==> config.mk <==
export PLATFORM = sky130hd
export DESIGN_NAME = gpio_irq_bank
export DESIGN_NICKNAME = d
export VERILOG_FILES = /design/src/rtl/gpio_bank_pkg.sv /design/src/rtl/gpio_in_sync.sv /design/src/rtl/gpio_evt_detect.sv /design/src/rtl/gpio_stat_latch.sv /design/src/rtl/gpio_irq_bank.sv
export SDC_FILE = /design/constraint.sdc
export NUM_CORES = 1
export LEC_CHECK = 0
export BUFFER_PORTS_ARGS = -buffer_cell sky130_fd_sc_hd__buf_2
export CAP_MARGIN = 20
export CORE_UTILIZATION = 35
export CTS_CLUSTER_DIAMETER = 200
export DETAILED_ROUTE_END_ITERATION = 12
export PLACE_DENSITY = 0.52
export SLEW_MARGIN = 15
export SYNTH_ARGS = -nofsm -noshare
export SYNTH_HDL_FRONTEND = slang
export SYNTH_SLANG_ARGS = --single-unit
==> constraint.sdc <==
create_clock -name clk -period 1.7 [get_ports clk]
set_clock_uncertainty 0.2 [all_clocks]
set_input_delay 0.17 -clock clk [delete_from_list [all_inputs] [get_ports clk]]
set_output_delay 0.17 -clock clk [all_outputs]
set_load 0.05 [all_outputs]
==> src/rtl/gpio_bank_pkg.sv <==
package gpio_bank_pkg;

   typedef enum logic [3:0] {
      REG_DIR  = 4'd0,
      REG_OUT  = 4'd1,
      REG_PINS = 4'd2,
      REG_ALT  = 4'd3,
      REG_MASK = 4'd4,
      REG_TRIG = 4'd5,
      REG_EPOL = 4'd6,
      REG_LPOL = 4'd7,
      REG_STAT = 4'd8
   } bank_reg_e;

   localparam int unsigned BANK_REG_COUNT = 9;

endpackage

==> src/rtl/gpio_in_sync.sv <==
module gpio_in_sync #(
   parameter int WIDTH  = 16,
   parameter int STAGES = 2
) (
   input  logic             clk,
   input  logic             rst_n,
   input  logic [WIDTH-1:0] async_in,
   output logic [WIDTH-1:0] sync_out
);

   if (STAGES < 2) begin : g_bad_stages
      $error("gpio_in_sync: STAGES must be at least 2");
   end

   logic [WIDTH-1:0] chain_q [STAGES];

   for (genvar g = 0; g < STAGES; g++) begin : g_stage
      if (g == 0) begin : g_first
         always_ff @(posedge clk or negedge rst_n) begin
            if (!rst_n) chain_q[0] <= '0;
            else        chain_q[0] <= async_in;
         end
      end else begin : g_next
         always_ff @(posedge clk or negedge rst_n) begin
            if (!rst_n) chain_q[g] <= '0;
            else        chain_q[g] <= chain_q[g-1];
         end
      end
   end

   assign sync_out = chain_q[STAGES-1];

endmodule

==> src/rtl/gpio_evt_detect.sv <==
module gpio_evt_detect #(
   parameter int WIDTH = 16
) (
   input  logic             clk,
   input  logic             rst_n,
   input  logic [WIDTH-1:0] level,
   input  logic [WIDTH-1:0] trig_edge,
   input  logic [WIDTH-1:0] edge_rise,
   input  logic [WIDTH-1:0] level_high,
   output logic [WIDTH-1:0] evt
);

   logic [WIDTH-1:0] prev_q;
   logic [WIDTH-1:0] rise_w;
   logic [WIDTH-1:0] fall_w;
   logic [WIDTH-1:0] edge_hit;
   logic [WIDTH-1:0] lvl_hit;

   always_ff @(posedge clk or negedge rst_n) begin
      if (!rst_n) prev_q <= '0;
      else        prev_q <= level;
   end

   always_comb begin
      rise_w   = level & ~prev_q;
      fall_w   = ~level & prev_q;
      edge_hit = (edge_rise & rise_w) | (~edge_rise & fall_w);
      lvl_hit  = (level_high & level) | (~level_high & ~level);
      evt      = (trig_edge & edge_hit) | (~trig_edge & lvl_hit);
   end

endmodule

==> src/rtl/gpio_stat_latch.sv <==
module gpio_stat_latch #(
   parameter int WIDTH = 16
) (
   input  logic             clk,
   input  logic             rst_n,
   input  logic [WIDTH-1:0] evt,
   input  logic             clr_wr,
   input  logic [WIDTH-1:0] clr_keep,
   output logic [WIDTH-1:0] stat
);

   logic [WIDTH-1:0] stat_q;
   logic [WIDTH-1:0] kept_w;

   assign kept_w = clr_wr ? (stat_q & clr_keep) : stat_q;

   always_ff @(posedge clk or negedge rst_n) begin
      if (!rst_n) stat_q <= '0;
      else        stat_q <= kept_w | evt;
   end

   assign stat = stat_q;

   AST_STATUS_STICKY: assert property (@(posedge clk) disable iff (!rst_n)
      !clr_wr |=> ((stat_q & $past(stat_q)) == $past(stat_q)));

   AST_EVENT_WINS: assert property (@(posedge clk) disable iff (!rst_n)
      clr_wr |=> ((stat_q & $past(evt)) == $past(evt)));

endmodule

==> src/rtl/gpio_irq_bank.sv <==
module gpio_irq_bank
   import gpio_bank_pkg::*;
#(
   parameter int WIDTH          = 16,
   parameter int ADDR_W         = 4,
   parameter int SYNC_STAGES    = 2,
   parameter bit IRQ_REGISTERED = 1'b0
) (
   input  logic              clk,
   input  logic              rst_n,
   input  logic              reg_wr,
   input  logic [ADDR_W-1:0] reg_addr,
   input  logic [WIDTH-1:0]  reg_wdata,
   output logic [WIDTH-1:0]  reg_rdata,
   input  logic [WIDTH-1:0]  pin_in,
   output logic [WIDTH-1:0]  pin_out,
   output logic [WIDTH-1:0]  pin_oe,
   output logic [WIDTH-1:0]  alt_sel,
   output logic              irq
);

   localparam logic [WIDTH-1:0] ALL_ONES = {WIDTH{1'b1}};
   localparam int MIN_ADDR_W = $clog2(BANK_REG_COUNT);

   if (ADDR_W < MIN_ADDR_W) begin : g_bad_addr
      $error("gpio_irq_bank: ADDR_W too small for the register map");
   end
   if (WIDTH < 1) begin : g_bad_width
      $error("gpio_irq_bank: WIDTH must be positive");
   end

   logic [WIDTH-1:0] dir_q, out_q, alt_q, mask_q, trig_q, epol_q, lpol_q;
   logic [WIDTH-1:0] pins_sync;
   logic [WIDTH-1:0] evt_w;
   logic [WIDTH-1:0] stat_w;
   logic             stat_wr;

   function automatic logic hit(input logic [ADDR_W-1:0] a, input bank_reg_e r);
      return a == ADDR_W'(r);
   endfunction

   always_ff @(posedge clk or negedge rst_n) begin
      if (!rst_n) begin
         dir_q  <= '0;
         out_q  <= '0;
         alt_q  <= '0;
         mask_q <= ALL_ONES;
         trig_q <= ALL_ONES;
         epol_q <= ALL_ONES;
         lpol_q <= '0;
      end else if (reg_wr) begin
         if (hit(reg_addr, REG_DIR))  dir_q  <= reg_wdata;
         if (hit(reg_addr, REG_OUT))  out_q  <= reg_wdata;
         if (hit(reg_addr, REG_ALT))  alt_q  <= reg_wdata;
         if (hit(reg_addr, REG_MASK)) mask_q <= reg_wdata;
         if (hit(reg_addr, REG_TRIG)) trig_q <= reg_wdata;
         if (hit(reg_addr, REG_EPOL)) epol_q <= reg_wdata;
         if (hit(reg_addr, REG_LPOL)) lpol_q <= reg_wdata;
      end
   end

   assign stat_wr = reg_wr && hit(reg_addr, REG_STAT);

   gpio_in_sync #(.WIDTH(WIDTH), .STAGES(SYNC_STAGES)) i_sync (
      .clk      (clk),
      .rst_n    (rst_n),
      .async_in (pin_in),
      .sync_out (pins_sync)
   );

   gpio_evt_detect #(.WIDTH(WIDTH)) i_detect (
      .clk        (clk),
      .rst_n      (rst_n),
      .level      (pins_sync),
      .trig_edge  (trig_q),
      .edge_rise  (epol_q),
      .level_high (lpol_q),
      .evt        (evt_w)
   );

   gpio_stat_latch #(.WIDTH(WIDTH)) i_stat (
      .clk      (clk),
      .rst_n    (rst_n),
      .evt      (evt_w),
      .clr_wr   (stat_wr),
      .clr_keep (reg_wdata),
      .stat     (stat_w)
   );

   always_comb begin
      reg_rdata = '0;
      case (reg_addr)
         ADDR_W'(REG_DIR):  reg_rdata = dir_q;
         ADDR_W'(REG_OUT):  reg_rdata = out_q;
         ADDR_W'(REG_PINS): reg_rdata = pins_sync;
         ADDR_W'(REG_ALT):  reg_rdata = alt_q;
         ADDR_W'(REG_MASK): reg_rdata = mask_q;
         ADDR_W'(REG_TRIG): reg_rdata = trig_q;
         ADDR_W'(REG_EPOL): reg_rdata = epol_q;
         ADDR_W'(REG_LPOL): reg_rdata = lpol_q;
         ADDR_W'(REG_STAT): reg_rdata = stat_w;
         default:           reg_rdata = '0;
      endcase
   end

   assign pin_out = out_q;
   assign pin_oe  = dir_q;
   assign alt_sel = alt_q;

   if (IRQ_REGISTERED) begin : g_irq_reg
      logic irq_q;
      always_ff @(posedge clk or negedge rst_n) begin
         if (!rst_n) irq_q <= 1'b0;
         else        irq_q <= |(stat_w & ~mask_q);
      end
      assign irq = irq_q;
   end else begin : g_irq_comb
      assign irq = |(stat_w & ~mask_q);

      AST_MASKED_QUIET: assert property (@(posedge clk) disable iff (!rst_n)
         (mask_q == ALL_ONES) |-> !irq);
   end

   AST_OE_FOLLOWS: assert property (@(posedge clk) disable iff (!rst_n)
      (reg_wr && hit(reg_addr, REG_DIR)) |=> (pin_oe == $past(reg_wdata)));

   AST_RESET_STATE: assert property (@(posedge clk) disable iff (!rst_n)
      $past(!rst_n) |-> (mask_q == ALL_ONES && dir_q == '0 && stat_w == '0));

endmodule

==> results.json <==
{
  "routedWlPerCell_um": 20.82,
  "slew-limit-headroom_pct": 62.65,
  "drt_wl_total_um": 24130,
  "fin_ws_ns": -0.4945,
  "cts_sinks": 176,
  "place.gp.congestion": 0.8195,
  "dp_hpwl_um": 17070,
  "ys.warnings.count": 0,
  "first_pass_iters": 5,
  "synth_nets": 659,
  "fin_tns_setup_ns": -6.269,
  "status": "finished, violations left",
  "rsz0062_at_grt": "true",
  "place_ws_ns": -0.3998,
  "drcViolationCount": 0,
  "end_kind": "output pin",
  "worstPathCellList": "o22ai_2 -> a221oi_4 -> nand4_1 -> buf_6",
  "finalMaxSlewViolations": 0,
  "finalCritPeriodShare_pct": 129.1,
  "io_pins": 104,
  "drive_gt1_share_pct": 56.66,
  "ys_types": 48,
  "numCtsBuffers": 17,
  "syn_inst": 620,
  "die-area_um2": 23460,
  "critPathMaxStageDelay_ns": 0.54,
  "finalHoldViolations": 0,
  "multi_input_area_um2": 3475,
  "synth-seq-cells": 176,
  "antenna_found_initial": 0,
  "grt_pass1_vias": 6588,
  "ctsLongestPathBuffers": 2,
  "diodes": 0,
  "crit_required_ns": 1.33,
  "grt_max_degree": 46,
  "nets": 905,
  "via_per_inst": 5.263,
  "synth_edf_count": 0,
  "synth_area_leaders": "dfrtp_1 40%, dfstp_2 16%, mux2_2 16%, mux2_4 3.8%, o21ai_0 3.3%",
  "start_util_pct": 36.20,
  "cp.arrival_ns": 1.82,
  "setup_viol": 17,
  "place_inst": 1082,
  "ant_nets": 0,
  "clockRootBuffer": "clkbuf_16",
  "period_minus_slack_ns": 2.194,
  "path_clk_slew_ns": 0.07,
  "yosys.area.top_type": "dfrtp_1",
  "cap_violations": 0,
  "cts_tree": "done",
  "violations": "setup timing",
  "clk_latency_ns": 0.44,
  "grt.total_usage_pct": 21.78,
  "cts_max_level": 4,
  "peakVddDrop_mv": 0.6173,
  "fp.dieW_um": 153.2,
  "grt-ovfl-total": 0,
  "cp_top_family": "flip-flops",
  "worstSetupPathType": "flop to output pin",
  "seq_area_um2": 4479,
  "layoutNonFillerInstCount": 1159,
  "total_power_mw": 13.58,
  "yosysTopAreaCellShare_pct": 40.05,
  "hold_path.class": "input port to async pin",
  "areaGrowthSynthToFinish_pct": 39.38,
  "synth_flop_cell": "dfrtp_1",
  "path_max_fanout": 2,
  "hold_ws_ns": 0.02846,
  "dr.first_iter.drc_count": 250,
  "synth_most_common_cell": "dfrtp_1",
  "worst_pin_slew_ns": 0.5596,
  "synthTopCellsByCount": "128 x dfrtp_1, 112 x mux2_2, 52 x nand2_1, 52 x o21ai_0, 48 x dfstp_2",
  "fmax_mhz": 455.7,
  "core_area_um2": 22090,
  "path_buf_inv": 1,
  "crit_path_top_delay_cell": "dfstp_2",
  "port-buffer-count": 103,
  "start_kind": "flop",
  "pwr_density_cell_nw_per_um2": 1218,
  "rows": 54,
  "p_leak_nw": 5.026,
  "grt_pass1_wl_um": 38430,
  "n_fill_cell": 1961,
  "die_h_um": 153.2,
  "seq_area_frac_synth_pct": 55.82,
  "syn_area_per_cell_um2": 12.90,
  "vias": 6100,
  "netlist_area_um2": 7998,
  "async_flop_share_pct": 100.0
}
==> cell families (layout without fill, tap and decap cells) <==
group	after synthesis	count (layout)	synth area share (%)
DFF	176	176	55.82
muxes	149	149	21.65
AOI/OAI and AO/OA	120	120	10.51
and+or+nand+nor	115	115	8.229
buffers and inverters	59	318	3.676
xor gates and xnor gates	1	1	0.1095
==> sequential cells by signal, indices dropped and copies added (netlist names) <==
name	flops
alt_sel	16
epol_q	16
i_detect.prev_q	16
i_stat.stat	16
i_sync.chain_q	16
i_sync.sync_out	16
lpol_q	16
mask_q	16
pin_oe	16
pin_out	16
trig_q	16
==> layout by cell type, fill, tap and decap left out, drive strengths merged, types with 10 or more instances in the layout <==
master and instances:
nand2 55, mux2i 17, a222oi 11, nand3 12
buf 222, o21ai 52, clkbuf 22, nand3b 15
o221ai 15, mux2 132, inv 34, nor2 12
dlygate4sd3 33, a221oi 13, dfrtp 128, dfstp 48
a22o 10
==> layer usage <==
layer	vias up	part of all wire, %	track usage (%)
li1	2799	-	-
met1	3128	45	28.25
met2	136	49	36.38
met3	37	3.3	3.629
met4	0	2.4	8.369
met5	-	0	0
==> layout make-up <==
class                      count  area share (%)
timing repair buffer         255           19.21
multi-input combinational    385           31.17
tap                          280           3.143
sequential                   176           40.18
inverter                      31           1.044
clock inverter                10          0.9092
clock buffer                  22           4.344
==> timing repair <==
action | in CTS | in global routing
pin swaps | 37 | 12
hold buffers | 33 | 0
endpoints found under the setup margin | 17 | 17
hold endpoints to repair | 279 | 0
setup buffers | 7 | 5
resized for setup | 57 | 6
==> path summary, 6_finish.rpt <==
check,start,endpoint,slack [ns],cells after the start
worst min-delay path,rst_n,i_sync.chain_q[24],0.03,2
worst max-delay path,mask_q[8],irq,-0.49,4
worst min register to register,i_sync.chain_q[27],i_sync.sync_out[11],0.15,0
max in group asynchronous,rst_n,epol_q[3],0.61,3
worst max register to register,epol_q[2],i_stat.stat[2],0.31,4
min in group clk,i_sync.chain_q[27],i_sync.sync_out[11],0.15,0
==> per-stage QoR <==
stage          util, %  cell area, um^2
2_1_floorplan        -             8150
3_3_place_gp     44.79             9896
3_5_place_dp     44.79             9896
4_1_cts          50.16            11080
5_1_grt          50.45            11150
6_report         50.45            11150
==> power breakdown <==
part,total (mW),switching [mW],internal (mW)
Clock,3.88,1.69,2.19
Sequential,5.72,0.627,5.10
Combinational,3.98,2.28,1.70
==> worst reg2reg max path, cell delays in order, from the launching register on <==
cell,delay [ns]
dfstp_2,0.57
nand3b_1,0.12
o21ai_0,0.10
o21ai_0,0.20
nand2_1,0.08
Note: power is estimated with default switching activity, not from simulation.
